File: src/rtl/lpc_io_target.sv
module lpc_io_target #(
  parameter logic [15:0] BASE_ADDR  = 16'h0600,
  parameter int          WIN_BITS   = 3,
  parameter int          WAIT_LIMIT = 4
) (
  input  logic                clk,
  input  logic                rst_n,
  input  logic                lframe_n,
  input  logic [3:0]          lad_in,
  output logic [3:0]          lad_out,
  output logic                lad_oe,
  output logic [WIN_BITS-1:0] reg_idx,
  output logic [7:0]          reg_wdata,
  output logic                reg_wr,
  output logic                reg_rd,
  output logic                reg_tpm,
  input  logic [7:0]          reg_rdata,
  input  logic                rd_valid,
  input  logic                wr_ack
);

  localparam int          WCW      = $clog2(WAIT_LIMIT + 1);
  localparam logic [15:0] WIN_MASK = ~((16'd1 << WIN_BITS) - 16'd1);

  typedef enum logic [2:0] {IDLE, START, ADDR, WDATA, TAR1, SYNC, RDATA, TAR2} st_t;

  st_t            st;
  logic [1:0]     cnt;
  logic [2:0]     lowcnt;
  logic [3:0]     start_q;
  logic           is_wr, is_tpm, done;
  logic [15:0]    addr;
  logic [7:0]     data;
  logic [WCW-1:0] wcnt;

  wire [15:0] addr_nx  = {addr[11:0], lad_in};
  wire        start_ok = (start_q == 4'h0) || (start_q == 4'h5);
  wire        hit      = (addr_nx & WIN_MASK) == (BASE_ADDR & WIN_MASK);
  wire        ack      = is_wr ? wr_ack : rd_valid;
  wire        at_limit = (wcnt == WCW'(WAIT_LIMIT));

  always_ff @(posedge clk) begin
    if (!rst_n) begin
      st <= IDLE; cnt <= '0; lowcnt <= '0; start_q <= '0;
      is_wr <= 1'b0; is_tpm <= 1'b0; done <= 1'b0;
      addr <= '0; data <= '0; wcnt <= '0;
    end else if (!lframe_n) begin
      st      <= START;
      start_q <= lad_in;
      lowcnt  <= (st != START) ? 3'd1 : (lowcnt[2] ? lowcnt : lowcnt + 3'd1);
      done    <= 1'b0;
    end else begin
      case (st)
        START: begin
          cnt <= '0;
          if (!lowcnt[2] && start_ok && lad_in[3:2] == 2'b00) begin
            st     <= ADDR;
            is_wr  <= lad_in[1];
            is_tpm <= (start_q == 4'h5);
          end else st <= IDLE;
        end
        ADDR: begin
          addr <= addr_nx;
          cnt  <= cnt + 2'd1;
          if (cnt == 2'd3) st <= !hit ? IDLE : (is_wr ? WDATA : TAR1);
        end
        WDATA: begin
          cnt <= cnt + 2'd1;
          if (cnt == 2'd0) data[3:0] <= lad_in;
          else begin
            data[7:4] <= lad_in;
            st  <= TAR1;
            cnt <= '0;
          end
        end
        TAR1: begin
          if (ack && !done) begin
            done <= 1'b1;
            if (!is_wr) data <= reg_rdata;
          end
          cnt <= cnt + 2'd1;
          if (cnt == 2'd1) begin
            st <= SYNC; cnt <= '0; wcnt <= '0;
          end
        end
        SYNC: begin
          if (done) st <= is_wr ? TAR2 : RDATA;
          else if (at_limit) st <= TAR2;
          else begin
            wcnt <= wcnt + WCW'(1);
            if (ack) begin
              done <= 1'b1;
              if (!is_wr) data <= reg_rdata;
            end
          end
        end
        RDATA: begin
          cnt <= cnt + 2'd1;
          if (cnt == 2'd1) begin st <= TAR2; cnt <= '0; end
        end
        TAR2: begin
          cnt <= cnt + 2'd1;
          if (cnt == 2'd1) st <= IDLE;
        end
        default: st <= IDLE;
      endcase
    end
  end

  always_comb begin
    case (st)
      SYNC:    lad_out = done ? 4'h0 : (at_limit ? 4'hA : 4'h5);
      RDATA:   lad_out = cnt[0] ? data[7:4] : data[3:0];
      default: lad_out = 4'hF;
    endcase
  end

  assign lad_oe    = lframe_n & ((st == SYNC) | (st == RDATA) | (st == TAR2 && cnt == 2'd0));
  assign reg_rd    = (st == TAR1) && (cnt == 2'd0) && !is_wr;
  assign reg_wr    = (st == TAR1) && (cnt == 2'd0) && is_wr;
  assign reg_idx   = addr[WIN_BITS-1:0];
  assign reg_wdata = data;
  assign reg_tpm   = is_tpm;

  AST_RD_ONE_CLOCK: assert property (@(posedge clk) disable iff (!rst_n) reg_rd |=> !reg_rd);
  AST_WR_ONE_CLOCK: assert property (@(posedge clk) disable iff (!rst_n) reg_wr |=> !reg_wr);
  AST_SYNC_EVEN_PARITY: assert property (@(posedge clk) disable iff (!rst_n) (st == SYNC && lframe_n) |-> (^lad_out) == 1'b0);
  AST_TAR_RELEASE: assert property (@(posedge clk) disable iff (!rst_n) (st == TAR2 && lad_oe) |=> !lad_oe);
  AST_QUIET_AFTER_FRAME: assert property (@(posedge clk) disable iff (!rst_n) $rose(lframe_n) |-> !lad_oe);
  AST_ABORT_IDLE: assert property (@(posedge clk) disable iff (!rst_n) (st == START && lframe_n && lowcnt[2]) |=> (!lad_oe && !reg_rd && !reg_wr));

endmodule

File: config.mk
export PLATFORM = sky130hd
export DESIGN_NAME = lpc_io_target
export DESIGN_NICKNAME = d
export VERILOG_FILES = /design/src/rtl/lpc_io_target.sv
export SDC_FILE = /design/constraint.sdc
export NUM_CORES = 1
export LEC_CHECK = 0
export BUFFER_PORTS_ARGS = -buffer_cell sky130_fd_sc_hd__buf_4
export CAP_MARGIN = 5
export CORE_UTILIZATION = 40
export CTS_CLUSTER_SIZE = 24
export DETAILED_ROUTE_END_ITERATION = 16
export HOLD_SLACK_MARGIN = 0.15
export PLACE_DENSITY = 0.63
export SETUP_SLACK_MARGIN = 0.15
export SLEW_MARGIN = 20
export SYNTH_ARGS = -nofsm -noshare
export SYNTH_HDL_FRONTEND = slang
export SYNTH_SLANG_ARGS = --single-unit
File: constraint.sdc
create_clock -name clk -period 2.29 [get_ports clk]
set_input_delay 0.1145 -clock clk [delete_from_list [all_inputs] [get_ports clk]]
set_output_delay 0.1145 -clock clk [all_outputs]
set_load 0.01 [all_outputs]
==> flow_summary.yaml <==
status:
  status: "finished, final reports clean"
setup_path:
  crit_type: "reg2out"
  ff2ff_setup_slack_ns: 0.41
  cp-end-kind: "primary output"
  crit_top_cell: "nand2_1"
  crit_required_ns: 2.18
  cpPeakStageDelay_ns: 0.43
  r2r-start: "wcnt[0]"
  reg2reg_to: "reg_wdata[7]"
  r2r_cells: 6
  path_cells: "nor2b_1, nand2_1, nand2_1, a21boi_0, o21ai_0, buf_4"
  startpoint_type: "flip-flop"
  worst-endpoint-arrival_ns: 1.83
  slowest_stage: "dfxtp_2"
  crit_fanout: 11
global_route:
  grt_max_degree: 17
  overflow: 0
  met3_usage_pct: 3.66
  antenna_found_initial: 0
  grt_pass1_wl_um: 8560
  grt_pass1_vias: 1825
  grt.total_usage_pct: 20.3
  top_usage_layer: "met2"
  grtUsageMet1_pct: 28.1
  use_met2_pct: 33.3
cts:
  cts_buffer_depth: 2
  clkTransAtPathRegs_ns: 0.08
  htree_levels: 2
  numCtsBuffers: 5
  cts_root_buffer: "clkbuf_8"
  clock_latency_ns: 0.28
  clkSinkCount: 38
  cts_tree: "done"
hold_path:
  min_from: "reg_rdata[2]"
  holdPathStages: 3
  min_to: "reg_wdata[2]"
  hold_path.class: "in2reg"
flow_run:
  maxCapViolCount: 0
power:
  switchingPower_uw: 297
  max-vdd-ir-drop_v: 0.000353
  power_frac_comb_pct: 7.7
  pwr_density_cell_nw_per_um2: 526
  seqPwrFrac_pct: 49.5
  netSwitchingFraction_pct: 21.8
  internal_power_uw: 1070
  clkPwrFrac_pct: 42.8
  leakage_uw: 0.000990
floorplanning:
  coreArea_um2: 4880
  start_util_pct: 42.9
  dieArea_um2: 5530
  die_h_um: 74.4
  io-pin-count: 36
  row_count: 25
  die_w_um: 74.4
logic_synthesis:
  synth_nets: 286
  yosysTopAreaCellShare_pct: 36.3
  async_flop_share_pct: 0
  synth_edf_count: 0
  synthCells: 262
  yosys.area.top_type: "dfxtp_1"
  synth-warning-count: 0
  yosys_register_bits: 38
  avgSynthCellArea_um2: 7.99
  yosysUniqueCellTypes: 47
  seq_area_frac_synth_pct: 36.3
  synth_area_um2: 2090
  yosysMostFrequentCell: "dfxtp_1"
  synthTopCellsByArea: "dfxtp_1 36%, a21oi_1 7.9%, nand2_1 6.6%"
  synthTopCellsByCount: "38 x dfxtp_1, 37 x nand2_1, 33 x a21oi_1"
  ys.flop_type: "dfxtp_1"
finish:
  fin_cells: 367
  nets: 324
  layout-drive-gt1-share_pct: 20.3
  fill_cells: 507
  num_antenna_cells: 0
  area_growth_pct: 23.5
timing:
  hold_violations: 0
  slew_headroom_pct: 68.6
  setup_tns_ns: 0
  fin_crit_ns: 1.94
  fmax_mhz: 514
  whs_ns: 0.162
  worstMarginPinSlew_ns: 0.465
  clock_skew_ns: 0.00489
  setup_viol: 0
  rsz0062_at_grt: "false"
  min_period_over_period_pct: 84.9
  slew_violations: 0
detailed_routing:
  wirelength_um: 5360
  vias_per_cell: 5.30
  firstDrtPassIters: 4
  vias: 1946
  routedWlPerCell_um: 14.6
  drt-initial-drc-count: 107
  drc: 0
  final_antenna_net_count: 0
placement:
  numPlacedInstances: 355
  port_buffers: 35
  dpl.hpwl_um: 3930
  place.gp.congestion: 0.890
## state kept, by name, summed over array words and instances, names as in the netlist
register / count
reg_wdata: 8
cnt: 2
reg_tpm: 1
is_wr: 1
st: 3
done: 1
wcnt: 3
lowcnt: 3
start_q: 4
addr: 12
## worst max-delay path: cells and delay by family (launching register included)
family	cells	cell delay, ns
simple gates	3	0.51
compound gates	2	0.43
flops	1	0.43
buf+inv	1	0.16
## placed cells by master (no fill, tap or decap), types with 2 or more instances in the layout
cell type	netlist	routed
a211oi_1	10	10
a211oi_4	2	2
a21oi_1	33	33
a22oi_1	2	2
a31oi_1	4	4
and3_1	2	2
and3b_1	2	2
buf_4	3	45
clkbuf_8	0	6
dfxtp_1	38	37
dlygate4sd3_1	0	5
ha_1	7	7
inv_1	9	8
mux2i_1	12	12
nand2_1	37	37
nand2b_1	2	2
nand3_1	5	5
nor2_1	27	27
nor2b_1	8	8
nor3_1	4	3
nor3b_1	2	2
nor4_1	3	3
o21ai_0	9	9
o221ai_1	2	2
## logic make-up after synthesis
| kind of cell | count (synthesis) | share of synthesized area [%] |
|---|---|---|
| xor gates and xnor gates | 1 | 0.418 |
| and+or+nand+nor | 101 | 22.9 |
| buffers and inverters | 29 | 6.45 |
| DFF | 38 | 36.3 |
| adders and majority gates | 7 | 4.18 |
| AOI/OAI and AO/OA | 73 | 23.4 |
| muxes | 13 | 6.27 |
## timing repair
| item | CTS | global route |
|---|---|---|
| gates resized for setup | 0 | 3 |
| setup endpoints to repair | 0 | 5 |
| setup buffers | 0 | 0 |
| hold buffers | 5 | 0 |
| endpoints found under the hold margin | 10 | 0 |
## through the flow
step	area [µm²]	total power, µW	worst slack [ns]	utilization [%]
2_1_floorplan	2090	743	0.313	-
3_3_place_gp	2420	786	0.416	49.6
3_5_place_dp	2420	787	0.328	49.6
4_1_cts	2580	1370	0.229	52.9
5_1_grt	2590	1410	0.218	53.0
6_report	2590	1360	0.346	53.0
## routing by layer
metal	wire length, µm	share of wire (%)
met1	2450	46
met3	237	4.4
met5	0	0
met4	27	0.50
met2	2640	49
## worst max-delay path by stage
| stage | from | end | slack [ns] | cells after the start |
|---|---|---|---|---|
| 4_1_cts | st[2] | lad_out[2] | 0.23 | 6 |
| 3_5_place_dp | wcnt[0] | wcnt[2] | 0.33 | 7 |
| 2_1_floorplan | cnt[0] | st[0] | 0.31 | 8 |
| 6_report | st[2] | lad_out[2] | 0.35 | 6 |
| 5_1_grt | st[0] | lad_out[2] | 0.22 | 6 |
| 3_3_place_gp | wcnt[0] | wcnt[2] | 0.42 | 7 |
## final cells by class
class | instances | area [µm²] | area share [%]
multi-input combinational | 195 | 1200 | 46.5
sequential | 38 | 762 | 29.4
timing repair buffer | 50 | 388 | 15.0
tap | 67 | 83.8 | 3.24
clock buffer | 6 | 82.6 | 3.19
inverter | 10 | 37.5 | 1.45
clock inverter | 1 | 30.0 | 1.16
## power by group through the flow
stage | logic (µW) | clock network [µW] | registers [µW]
2_1_floorplan | 56.2 | 0 | 687
4_1_cts | 105 | 593 | 674
5_1_grt | 115 | 618 | 675
3_5_place_dp | 97.9 | 0 | 689
6_report | 105 | 583 | 674
3_3_place_gp | 97.3 | 0 | 689
(Power assumes the default switching activity.)
